--- src/rtl/ptw_pkg.sv ---
// Package: shared state and ownership encodings for the page table walker.
// Assumes: nothing beyond IEEE 1800-2017.
package ptw_pkg;

    typedef enum logic [1:0] {
        ST_IDLE  = 2'd0,
        ST_ISSUE = 2'd1,
        ST_WAIT  = 2'd2,
        ST_RESP  = 2'd3
    } walk_state_e;

    typedef enum logic {
        OWN_INSTR = 1'b0,
        OWN_DATA  = 1'b1
    } walk_owner_e;

endpackage

--- src/rtl/ptw_arb.sv ---
// Module: fixed-priority selector between the two translation buffers.
// Grants only while the walker is idle; the data side always wins.
// Assumes: requesters hold their request lines until answered.
module ptw_arb (
    input  logic idle,
    input  logic i_req,
    input  logic d_req,
    output logic take,
    output logic take_data
);

    // Grant decision for the current idle cycle.
    always_comb begin
        take      = idle && (i_req || d_req);
        take_data = d_req;
    end

endmodule

--- src/rtl/ptw_addr.sv ---
// Module: forms the physical address of the entry to read at a level.
// Address = page number * 2^OFF_W + index * 8, index taken from the VPN slice.
// Assumes: IDX_W + 3 <= OFF_W (an index never reaches the page number bits).
module ptw_addr #(
    parameter int PPN_W  = 44,
    parameter int IDX_W  = 9,
    parameter int OFF_W  = 12,
    parameter int LEVELS = 3,
    parameter int LVL_W  = 2,
    parameter int VPN_W  = IDX_W * LEVELS,
    parameter int PA_W   = PPN_W + OFF_W
) (
    input  logic [PPN_W-1:0] ppn,
    input  logic [VPN_W-1:0] vpn,
    input  logic [LVL_W-1:0] level,
    output logic [PA_W-1:0]  addr
);

    localparam int ENT_SH = 3;

    logic [IDX_W-1:0] idx;

    // Select the VPN slice belonging to the current level.
    always_comb begin
        idx = '0;
        for (int l = 0; l < LEVELS; l++) begin
            if (level == LVL_W'(l)) begin
                idx = vpn[IDX_W*l +: IDX_W];
            end
        end
    end

    // Concatenate page base and scaled index.
    always_comb begin
        addr = {ppn, {OFF_W{1'b0}}};
        addr[IDX_W+ENT_SH-1:0] = {idx, {ENT_SH{1'b0}}};
    end

endmodule

--- src/rtl/ptw_pte_chk.sv ---
// Module: classifies one page table entry read at a given level.
// Reports leaf/pointer, any page fault condition, and the next page number.
// Assumes: flag bits valid/read/write/execute at 0/1/2/3, page number at bit 10.
module ptw_pte_chk #(
    parameter int PTE_W  = 64,
    parameter int PPN_W  = 44,
    parameter int IDX_W  = 9,
    parameter int LEVELS = 3,
    parameter int LVL_W  = 2
) (
    input  logic [PTE_W-1:0] pte,
    input  logic [LVL_W-1:0] level,
    output logic             is_leaf,
    output logic             pg_fault,
    output logic [PPN_W-1:0] next_ppn
);

    localparam int PPN_LSB = 10;

    logic             f_v, f_r, f_w, f_x;
    logic [PPN_W-1:0] low_mask;
    logic             misaligned;
    logic             malformed;
    logic             unused_bits;

    // Split flag and page number fields.
    always_comb begin
        f_v      = pte[0];
        f_r      = pte[1];
        f_w      = pte[2];
        f_x      = pte[3];
        next_ppn = pte[PPN_LSB +: PPN_W];
    end

    assign unused_bits = ^{pte[PTE_W-1:PPN_LSB+PPN_W], pte[PPN_LSB-1:4]};

    // Mask of page number bits that must be zero for a superpage leaf.
    always_comb begin
        low_mask = '0;
        for (int l = 0; l < LEVELS; l++) begin
            if (level == LVL_W'(l)) begin
                low_mask = (PPN_W'(1) << (IDX_W * l)) - PPN_W'(1);
            end
        end
    end

    // Combine the fault conditions.
    always_comb begin
        is_leaf    = f_r || f_x;
        malformed  = !f_v || (f_w && !f_r);
        misaligned = is_leaf && ((next_ppn & low_mask) != '0);
        pg_fault   = malformed || misaligned || (!is_leaf && (level == '0));
    end

endmodule

--- src/rtl/sv39_walker.sv ---
// Module: two-client page table walker for a three-level tree.
// Takes one request at a time from an instruction or data buffer (data first),
// reads entries through a shared memory port and answers the owner with the
// leaf entry or a fault. Blocks the data cache from the pipeline while a
// data-side walk is in flight.
// Assumes: requesters hold req until their rsp pulse and drop it right after;
// memory returns one response per accepted request, at least one cycle later.
module sv39_walker
    import ptw_pkg::*;
#(
    parameter int PTE_W  = 64,
    parameter int PPN_W  = 44,
    parameter int IDX_W  = 9,
    parameter int OFF_W  = 12,
    parameter int LEVELS = 3,
    parameter int LVL_W  = $clog2(LEVELS),
    parameter int VPN_W  = IDX_W * LEVELS,
    parameter int PA_W   = PPN_W + OFF_W
) (
    input  logic             clk,
    input  logic             rst_n,
    input  logic [PPN_W-1:0] root_ppn,
    input  logic             i_req,
    input  logic [VPN_W-1:0] i_vpn,
    output logic             i_rsp_valid,
    input  logic             d_req,
    input  logic [VPN_W-1:0] d_vpn,
    output logic             d_rsp_valid,
    output logic [PTE_W-1:0] rsp_pte,
    output logic [LVL_W-1:0] rsp_level,
    output logic             rsp_page_fault,
    output logic             rsp_access_fault,
    output logic             mem_req_valid,
    input  logic             mem_req_ready,
    output logic [PA_W-1:0]  mem_req_addr,
    input  logic             mem_rsp_valid,
    input  logic             mem_rsp_err,
    input  logic [PTE_W-1:0] mem_rsp_data,
    output logic             dcache_block
);

    localparam logic [LVL_W-1:0] TOP_LVL = LVL_W'(LEVELS - 1);

    walk_state_e      state_q;
    walk_owner_e      owner_q;
    logic [LVL_W-1:0] level_q;
    logic [PPN_W-1:0] ppn_q;
    logic [VPN_W-1:0] vpn_q;

    logic             take, take_data;
    logic             is_leaf, pg_fault;
    logic [PPN_W-1:0] next_ppn;

    ptw_arb u_arb (
        .idle      (state_q == ST_IDLE),
        .i_req     (i_req),
        .d_req     (d_req),
        .take      (take),
        .take_data (take_data)
    );

    ptw_addr #(
        .PPN_W (PPN_W), .IDX_W (IDX_W), .OFF_W (OFF_W),
        .LEVELS(LEVELS), .LVL_W (LVL_W), .VPN_W (VPN_W), .PA_W (PA_W)
    ) u_addr (
        .ppn   (ppn_q),
        .vpn   (vpn_q),
        .level (level_q),
        .addr  (mem_req_addr)
    );

    ptw_pte_chk #(
        .PTE_W (PTE_W), .PPN_W (PPN_W), .IDX_W (IDX_W),
        .LEVELS(LEVELS), .LVL_W (LVL_W)
    ) u_chk (
        .pte      (mem_rsp_data),
        .level    (level_q),
        .is_leaf  (is_leaf),
        .pg_fault (pg_fault),
        .next_ppn (next_ppn)
    );

    // Walk sequencer: accept, issue, wait, respond.
    always_ff @(posedge clk) begin
        if (!rst_n) begin
            state_q          <= ST_IDLE;
            owner_q          <= OWN_INSTR;
            level_q          <= TOP_LVL;
            ppn_q            <= '0;
            vpn_q            <= '0;
            rsp_pte          <= '0;
            rsp_level        <= '0;
            rsp_page_fault   <= 1'b0;
            rsp_access_fault <= 1'b0;
        end else begin
            case (state_q)
                ST_IDLE: begin
                    if (take) begin
                        owner_q <= take_data ? OWN_DATA : OWN_INSTR;
                        vpn_q   <= take_data ? d_vpn : i_vpn;
                        ppn_q   <= root_ppn;
                        level_q <= TOP_LVL;
                        state_q <= ST_ISSUE;
                    end
                end
                ST_ISSUE: begin
                    if (mem_req_ready) begin
                        state_q <= ST_WAIT;
                    end
                end
                ST_WAIT: begin
                    if (mem_rsp_valid) begin
                        rsp_level <= level_q;
                        if (mem_rsp_err) begin
                            rsp_pte          <= '0;
                            rsp_page_fault   <= 1'b0;
                            rsp_access_fault <= 1'b1;
                            state_q          <= ST_RESP;
                        end else if (pg_fault) begin
                            rsp_pte          <= '0;
                            rsp_page_fault   <= 1'b1;
                            rsp_access_fault <= 1'b0;
                            state_q          <= ST_RESP;
                        end else if (is_leaf) begin
                            rsp_pte          <= mem_rsp_data;
                            rsp_page_fault   <= 1'b0;
                            rsp_access_fault <= 1'b0;
                            state_q          <= ST_RESP;
                        end else begin
                            ppn_q   <= next_ppn;
                            level_q <= level_q - LVL_W'(1);
                            state_q <= ST_ISSUE;
                        end
                    end
                end
                default: begin
                    state_q <= ST_IDLE;
                end
            endcase
        end
    end

    // Port-level strobes decoded from the sequencer state.
    always_comb begin
        mem_req_valid = (state_q == ST_ISSUE);
        i_rsp_valid   = (state_q == ST_RESP) && (owner_q == OWN_INSTR);
        d_rsp_valid   = (state_q == ST_RESP) && (owner_q == OWN_DATA);
        dcache_block  = (state_q != ST_IDLE) && (owner_q == OWN_DATA);
    end

endmodule

--- config.mk ---
export PLATFORM = sky130hd
export DESIGN_NAME = sv39_walker
export DESIGN_NICKNAME = d
export VERILOG_FILES = /design/src/rtl/ptw_pkg.sv /design/src/rtl/ptw_arb.sv /design/src/rtl/ptw_addr.sv /design/src/rtl/ptw_pte_chk.sv /design/src/rtl/sv39_walker.sv
export SDC_FILE = /design/constraint.sdc
export NUM_CORES = 1
export LEC_CHECK = 0
export ABC_AREA = 1
export CORE_UTILIZATION = 43
export DETAILED_ROUTE_END_ITERATION = 6
export PLACE_DENSITY = 0.81
export RECOVER_POWER = 100
export SLEW_MARGIN = 20
export SYNTH_ARGS = -nofsm -noshare
export SYNTH_HDL_FRONTEND = slang
export SYNTH_SLANG_ARGS = --single-unit
--- constraint.sdc ---
create_clock -name clk -period 1.95 [get_ports clk]
set_input_delay 0.195 -clock clk [delete_from_list [all_inputs] [get_ports clk]]
set_output_delay 0.195 -clock clk [all_outputs]
set_load 0.01 [all_outputs]
# Word-level counts from Yosys, hierarchy flattened
# Cells that the tools add are included.
dict set report totals {
  ff_bits 144
  inputBits 169
  output_inout_bits 128
}
dict set report classes {
  add_sub_neg 1
  eq_ne 11
  n_mux 34
  bitwise 2
  reduce_logical 26
}
# cell n
set ops {}
lappend ops {{44-bit 2-to-1 mux} 5}
lappend ops {{64-bit 2-to-1 mux} 3}
lappend ops {{44-bit case mux with 2 select lines} 1}
lappend ops {{44-bit by 18-bit bitwise AND with 44-bit output} 1}
lappend ops {{44-bit nonzero test} 1}
lappend ops {{9-bit 2-to-1 mux} 4}
lappend ops {{27-bit 2-to-1 mux} 1}
lappend ops {{2-bit 2-to-1 mux} 11}
lappend ops {{18-bit 2-to-1 mux} 1}
lappend ops {{2-bit != test (second input constant)} 5}
lappend ops {{1-bit logical AND} 7}
lappend ops {{2-bit == test (second input constant)} 3}
lappend ops {{1-bit 2-to-1 mux} 6}
lappend ops {{2-bit case mux with 3 select lines} 1}
lappend ops {{3-bit AND reduction} 2}
lappend ops {{6-bit AND reduction} 1}
lappend ops {{1-bit logical OR} 5}
lappend ops {{2-bit by 1-bit == test with 1-bit output (second input constant)} 2}
lappend ops {{2-bit zero test} 2}
lappend ops {{2-bit case mux with 2 select lines} 1}
lappend ops {{2-bit AND reduction} 2}
lappend ops {{2-bit nonzero test} 2}
lappend ops {{1-bit zero test} 3}
lappend ops {{3-bit nonzero test} 1}
lappend ops {{other kinds (3)} 3}

# Longest topological paths before layout
# Gate-level depths: netlist of run 1.
dict set report logic_depth {
  depth_word 12
  ltp_mapped 11
  depth_no_buf 10
}

# Hierarchy
# From an unflattened synthesis of run 1, not the netlist that was laid out.
dict set report unflattened {
  hier_cells 1343
  area_unflattened_um2 7967.6
}
# module instances cells_each area_per_inst_um2 seq_area_each_um2
set by_module_without_submodules {}
lappend by_module_without_submodules {sv39_walker 1 1172 6885.4 2882.8}
lappend by_module_without_submodules {ptw_addr 1 89 578.1 0.0}
lappend by_module_without_submodules {ptw_pte_chk 1 78 485.5 0.0}
lappend by_module_without_submodules {ptw_arb 1 4 18.8 0.0}

# Worst setup path before layout of run 1
# Ideal clock, no wire load.
dict set report synth_timing {
  path_type {register to register}
  start {register level_q[0]}
  end {register ppn_q[10]}
  setup_time_ns 0.141
  arrival_ns 1.575
  path_slack_ns 0.235
  path_stages_with_launch 12
  path_cell_list {dfxtp_1 inv_1 ha_1 buf_6 a21oi_2 nand4_2 nand2_2 nand2_2 buf_6 buf_6 nand2_2 a21oi_2}
}
dict set report synth_between {
  elab_chain_len 10
}
# item line_no
set synth_lines {}
lappend synth_lines {{start: declaration} sv39_walker.sv:46} ;# logic [LVL_W-1:0] level_q;
lappend synth_lines {{start signal: assignment} sv39_walker.sv:131} ;# level_q <= level_q - LVL_W'(1);
lappend synth_lines {{2-bit by 1-bit == test with 1-bit output} ptw_pte_chk.sv:41} ;# if (level == LVL_W'(l)) begin
lappend synth_lines {{9-bit 2-to-1 mux} ptw_pte_chk.sv:41}
lappend synth_lines {{18-bit 2-to-1 mux} ptw_pte_chk.sv:41}
lappend synth_lines {{44-bit by 18-bit bitwise AND with 44-bit output} ptw_pte_chk.sv:51} ;# misaligned = is_leaf && ((next_ppn & low_mask) != '0);
lappend synth_lines {{44-bit nonzero test} ptw_pte_chk.sv:51}
lappend synth_lines {{1-bit logical AND} ptw_pte_chk.sv:51}
lappend synth_lines {{1-bit logical OR} ptw_pte_chk.sv:52} ;# pg_fault = malformed || misaligned || (!is_leaf && (level == '0));
lappend synth_lines {{1-bit logical OR (*)} ptw_pte_chk.sv:52}
lappend synth_lines {{2-bit != test (no line) (*)} n/a}
lappend synth_lines {{6-bit AND reduction (no line) (*)} n/a}
lappend synth_lines {{end signal: assignment} sv39_walker.sv:101} ;# ppn_q <= root_ppn;
lappend synth_lines {{end signal: assignment} sv39_walker.sv:130} ;# ppn_q <= next_ppn;
lappend synth_lines {{end: declaration} sv39_walker.sv:47} ;# logic [PPN_W-1:0] ppn_q;
# Every way passes the cells marked *; elsewhere a longest branch is shown, timed or not.
# A chain may end at the register's enable or synchronous reset.

# Final worst setup path of run 1
dict set report layout_timing {
  start {register level_q[0]}
  end {output mem_req_addr[5]}
}
dict set report layout_between {
  elab_chain_len 4
}
# item line_no
set layout_lines {}
lappend layout_lines {{2-bit zero test} n/a}
lappend layout_lines {{9-bit 2-to-1 mux (2 in a row)} ptw_addr.sv:27} ;# if (level == LVL_W'(l)) begin
lappend layout_lines {{9-bit 2-to-1 mux (*)} ptw_addr.sv:27}
lappend layout_lines {{end: declaration} sv39_walker.sv:35} ;# output logic [PA_W-1:0] mem_req_addr,
# Marks and branches as above.

==> flow_metrics.py, run 1 <==
metrics = {
    "status": {
        "outcome": "completed",
    },
    "routing": {
        "routed_wl_um": 24420,
        "drt_iter0_drc": 503,
        "num_vias": 7839,
        "postRouteAntennaNets": 0,
        "wl_per_cell_um": 16.14,
        "routed_via_density": 5.181,
        "drc_errors": 0,
        "dr.pass1.iters": 5,
    },
    "place": {
        "port-buffer-count": 293,
        "hpwl_um": 16900,
        "dp_slack_ns": -0.02379,
        "place_congestion": 0.8735,
    },
    "cts": {
        "clk_pin_slew_ns": 0.06,
        "cts_max_path_buffers": 2,
        "ctsHtreeMaxLevel": 4,
        "numCtsBuffers": 17,
        "cts_hold_buf": 0,
        "cts_tree": "built",
        "clock-root-buffer": "clkbuf_16",
        "cts_sinks": 144,
        "worstSkewPairLatency_ns": 0.42,
    },
    "synth": {
        "ys_seq_area_share_pct": 40.69,
        "synth_cell_type_count": 34,
        "synth_edf_count": 0,
        "synth.avg_cell_area_um2": 6.912,
        "yosysWarnings": 0,
        "async_flop_share_pct": 0,
        "syn_area_um2": 7084,
        "synthFlopType": "dfxtp_1",
        "synth-seq-cells": 144,
        "syn_inst": 1025,
    },
    "sta": {
        "fin_crit_sh_pct": 97.15,
        "final_hold_viol_count": 0,
        "drv_slew": 0,
        "skew_ns": 0.006065,
        "maxSlewHeadroom_pct": 52.04,
        "rsz0062_at_grt": "true",
        "setup_tns_ns": 0,
        "fin_ws_ns": 0.05550,
        "fmax_mhz": 527.8,
        "min_period_ns": 1.894,
        "setup-violations-final": 0,
        "max_slew.worst_pin.slew_ns": 0.7194,
    },
    "global_routing": {
        "antenna_found_initial": 1,
        "grt.busiest_layer": "met2",
        "grt_pass1_vias": 7250,
        "use_met3_pct": 10.09,
        "use_met2_pct": 46.68,
        "gr-total-overflow": 0,
        "grt_pass1_wl_um": 36740,
        "grt_use_total_pct": 28.11,
        "grt_max_degree": 75,
        "grtUsageMet1_pct": 32.66,
    },
    "hold_path": {
        "hold_path_class": "input pin to flip-flop",
    },
    "pwr": {
        "vdd_drop_max_uv": 685.3,
        "p_leak_nw": 4.780,
        "powerDensity_nw_per_um2": 934.0,
    },
    "critical_path": {
        "cp-start-kind": "flip-flop",
        "rrSetupSlack_ns": 0.07,
        "worst-setup-path-type": "flip-flop to output port",
        "arrival_ns": 1.70,
        "critical_path.max_fanout": 9,
        "required_ns": 1.75,
        "cp-end-kind": "output port",
    },
    "cells_and_area": {
        "area_delta_synth_final_pct": 53.00,
        "fillCellCount": 1380,
        "drive_gt1_share_pct": 8.488,
        "multi_input_area_um2": 3361,
        "regArea_um2": 2889,
        "final_nets": 1455,
    },
    "floorplanning": {
        "row_count": 46,
        "core-area_um2": 16000,
        "die_w_um": 130.4,
        "die_y_um": 130.4,
        "ioPinCount": 297,
        "die_area_um2": 16990,
        "start_util_pct": 44.28,
    },
    "run": {
        "cap_violations": 0,
    },
}
==> placed cells by master, fill, tap and decap left out, types with 7 or more instances in the layout <==
master           instances
clkdlybuf4s50_1        168
o21ai_1                 45
nand2_1                125
nor2_1                 103
o211ai_1                 9
o21ai_0                 91
clkbuf_16               18
buf_4                   18
o21a_1                   9
nand2_2                  7
clkinv_2                 7
inv_1                  101
nand3_1                110
buf_12                   9
a21oi_2                 11
dlygate4sd3_1          112
a21oi_1                157
dfxtp_1                141
==> where the power goes <==
part / internal (W) / total, W / switching (W)
combinational: 0.00139 / 0.00303 / 0.00163
sequential: 0.00331 / 0.00352 / 0.000205
clock: 0.00232 / 0.00358 / 0.00126
total: 0.00703 / 0.0101 / 0.00310
==> worst paths after layout <==
kind,from,end,depth (start not counted)
max,level_q[0],mem_req_addr[5],7
min,rst_n,rsp_level[1],3
max reg2reg,level_q[0],rsp_pte[50],10
min reg2reg,ppn_q[16],ppn_q[16],2
==> routing by layer <==
layer / vias up / routed length [um]
li1: 3888 / -
met1: 3536 / 9559
met4: 0 / 806
met3: 48 / 2559
met5: - / 0
met2: 367 / 11490
==> registers in the layout, summed over array words and instances, names as in the netlist, 2 cells and up <==
| name | cells |
|---|---|
| level_q | 2 |
| ppn_q | 44 |
| rsp_level | 2 |
| rsp_pte | 64 |
| state_q | 2 |
| vpn_q | 27 |
==> through the flow <==
step           total power, W  cell area, um2  hold slack (ns)  util (%)  std cells
2_1_floorplan        0.005174            7092           0.3068         -       1027
3_3_place_gp         0.006702           10210           0.4468     63.83       1477
3_5_place_dp         0.006746           10210           0.4507     63.83       1477
4_1_cts               0.01032           10880          0.09833     68.02       1509
5_1_grt               0.01060           10840           0.1183     67.74       1513
6_report              0.01012           10840           0.1090     67.74       1513
==> area by class of cell <==
| class | count | area share [%] |
|---|---|---|
| repair buffers | 327 | 30.15 |
| clock buffers | 20 | 4.213 |
| diodes | 1 | 0.02309 |
| well taps | 216 | 2.493 |
| flip-flops and latches | 144 | 26.65 |
| multi-input cells | 687 | 31.01 |
| inverters | 106 | 3.729 |
| clock inverters | 12 | 1.732 |
==> critical path, cell delays in order (launching register included) <==
cell and delay, ns:
dfxtp_2 0.34, inv_4 0.08, ha_4 0.15, buf_12 0.12, nand2_2 0.05, o211ai_1 0.25, o21a_1 0.16, buf_2 0.12
==> cells by family after synthesis <==
group	Yosys count	share of synthesized area, %
and+or+nand+nor	353	21.81
AOI/OAI and AO/OA	328	24.71
buffers and inverters	196	12.20
DFF	144	40.69
adders and majority gates	3	0.5299
other	1	0.05293
==> cells in the mapped netlist (2+ instances only) <==
cell type	instances	area [um2]
o21ai_0	76	380.4
dfxtp_1	144	2883
nand2_2	13	81.33
buf_1	6	22.52
inv_1	101	379.1
buf_4	5	37.54
a21oi_2	11	96.34
buf_2	39	195.2
nor3_1	2	10.01
nand3_1	110	550.5
nor2_1	102	382.9
o211ai_1	9	67.56
o21a_1	10	75.07
inv_2	4	15.01
a31oi_1	2	12.51
ha_1	3	37.54
o21ai_1	60	300.3
nand2_1	119	446.7
a21oi_1	157	785.8
buf_6	8	90.09
clkbuf_1	31	116.4
==> timing repair <==
action | in CTS | in global routing
cloned | 0 | 1
setup buffers | 0 | 2
gates resized for setup | 45 | 8
endpoints found under the setup margin | 18 | 13
pin swaps | 5 | 3
(Power assumes the default switching activity.)
==> run 2, diff against run 1 <==
--- a/config.mk
+++ b/config.mk
@@ -8,8 +8,9 @@
 export ABC_AREA = 1
 export CORE_UTILIZATION = 43
 export DETAILED_ROUTE_END_ITERATION = 6
-export PLACE_DENSITY = 0.81
+export PLACE_DENSITY_LB_ADDON = 0.05
 export RECOVER_POWER = 100
+export SETUP_SLACK_MARGIN = 0.05
 export SLEW_MARGIN = 20
 export SYNTH_ARGS = -nofsm -noshare
 export SYNTH_HDL_FRONTEND = slang
==> flow_metrics.py, run 2 (synthesized netlist as in run 1, its figures left out) <==
metrics = {
    "critical_path": {
        "critical_path.max_fanout": 5,
        "worst-r2r-cell-count": 10,
        "arrival_ns": 1.67,
        "required_ns": 1.75,
        "cp-start-kind": "flip-flop",
        "worst-path-buf-inv": 3,
        "worst-setup-path-type": "flip-flop to output port",
        "cp.depth": 7,
        "cp_cell_sequence": "inv_4 > ha_4 > clkbuf_16 > nand2_4 > o211ai_1 > o21a_1 > clkbuf_2",
        "crit_family": "flip-flops",
        "critPathSlowestCell": "dfxtp_4",
        "cp-end-kind": "output port",
        "slowest_delay_ns": 0.37,
    },
    "cells_and_area": {
        "top_regs": "rsp_pte: 64 flops, ppn_q: 44 flops, vpn_q: 27 flops",
        "final_common_cell": "clkdlybuf4s50_1",
        "largest_reg_flops": 64,
        "design_area_um2": 11000,
        "drive_gt1_share_pct": 8.880,
        "area_delta_synth_final_pct": 55.24,
        "post-route-util_pct": 68.74,
        "num_antenna_cells": 0,
        "final_nets": 1455,
        "final_cell_mix": "clkdlybuf4s50_1 (167), a21oi_1 (157), dfxtp_1 (141)",
        "layoutNonFillerInstCount": 1511,
        "largest_register": "rsp_pte",
    },
    "floorplanning": {
        "start_util_pct": 44.28,
        "row_count": 46,
        "die_w_um": 130.4,
        "die_area_um2": 16990,
        "ioPinCount": 297,
        "die_y_um": 130.4,
        "core-area_um2": 16000,
    },
    "place": {
        "place_area_um2": 10220,
        "hpwl_um": 15470,
        "port-buffer-count": 293,
        "place_congestion": 0.8439,
        "placed_cells": 1473,
    },
    "sta": {
        "drv_slew": 0,
        "skew_ns": 0.008967,
        "setup-violations-final": 0,
        "fmax_mhz": 537.4,
        "max_slew.worst_pin.slew_ns": 0.7262,
        "maxSlewHeadroom_pct": 51.59,
        "rsz0062_at_grt": "true",
        "min_period_ns": 1.861,
        "setup_tns_ns": 0,
        "final_hold_viol_count": 0,
        "fin_crit_sh_pct": 95.42,
    },
    "global_routing": {
        "grt_pass1_vias": 7002,
        "grt_pass1_wl_um": 34580,
        "grt_use_total_pct": 26.12,
        "grt_max_degree": 77,
        "gr-total-overflow": 0,
        "antenna_found_initial": 0,
    },
    "hold_path": {
        "holdPathStages": 4,
        "hold_path_class": "input pin to flip-flop",
    },
    "cts": {
        "cts_max_path_buffers": 2,
        "worstSkewPairLatency_ns": 0.42,
        "clock-root-buffer": "clkbuf_16",
        "numCtsBuffers": 17,
        "cts_sinks": 144,
        "cts_tree": "built",
        "ctsHtreeMaxLevel": 4,
        "clk_pin_slew_ns": 0.06,
        "cts_hold_buf": 0,
    },
    "routing": {
        "num_vias": 7652,
        "wl_per_cell_um": 15.46,
        "routed_via_density": 5.064,
        "routed_wl_um": 23360,
        "dr.pass1.iters": 5,
        "postRouteAntennaNets": 0,
        "drt_iter0_drc": 444,
        "drc_errors": 0,
    },
    "pwr": {
        "vdd_drop_max_uv": 698.1,
        "powerDensity_nw_per_um2": 929.9,
        "p_leak_nw": 4.848,
    },
    "status": {
        "outcome": "completed",
    },
    "run": {
        "cap_violations": 0,
    },
}
[run 2: per-stage QoR]
step           setup slack, ns  hold slack (ns)  power (W)
2_1_floorplan           0.2346           0.3068   0.005174
3_3_place_gp            0.1105           0.4473   0.006672
3_5_place_dp           0.07519           0.4515   0.006705
4_1_cts                0.02277           0.1132    0.01024
5_1_grt               0.009863           0.1765    0.01073
6_report               0.08932           0.1439    0.01023
[run 2: worst register-to-register path: stages (launching register included)]
cell and delay, ns:
dfxtp_4 0.39, inv_4 0.05, ha_4 0.17, clkbuf_16 0.16, a21oi_4 0.17, nand4_4 0.14, nand3_4 0.14, inv_6 0.10
buf_16 0.18, o21ai_0 0.17, a21oi_1 0.06
[run 2: final cells by class]
cell class,count,area [um2]
fill,1423,5002
multi-input combinational,687,3406
inverter,106,410.4
timing repair buffer,327,3367
sequential,144,2892
clock buffer,21,470.5
tap,216,270.3
clock inverter,10,182.7
[run 2: routing by layer]
layer / track usage (%) / wire length (um) / vias to the layer above
met5: 0 / 0 / -
met4: 9.331 / 535 / 0
met3: 7.093 / 1883 / 33
met2: 43.71 / 10780 / 274
met1: 32.20 / 10160 / 3439
li1: - / - / 3906
[run 2: path summary, 6_finish.rpt]
path / end / from / slack, ns
setup / recovery: mem_req_addr[8] / level_q[1] / 0.09
hold / removal: rsp_pte[0] / mem_rsp_err / 0.14
setup reg to reg: rsp_pte[37] / level_q[1] / 0.10
hold reg to reg: ppn_q[20] / ppn_q[20] / 0.46
[run 2: repair_timing]
action	CTS	global route
cloned	0	6
endpoints found under the setup margin	13	69
setup buffers	0	2
hold endpoints to repair	0	0
resized for setup	39	40
pin swaps	4	10
[run 2: report_power, final]
part | switching (W) | internal (W)
registers | 0.000204 | 0.00331
logic | 0.00164 | 0.00148
clock network | 0.00123 | 0.00236
total | 0.00307 | 0.00715
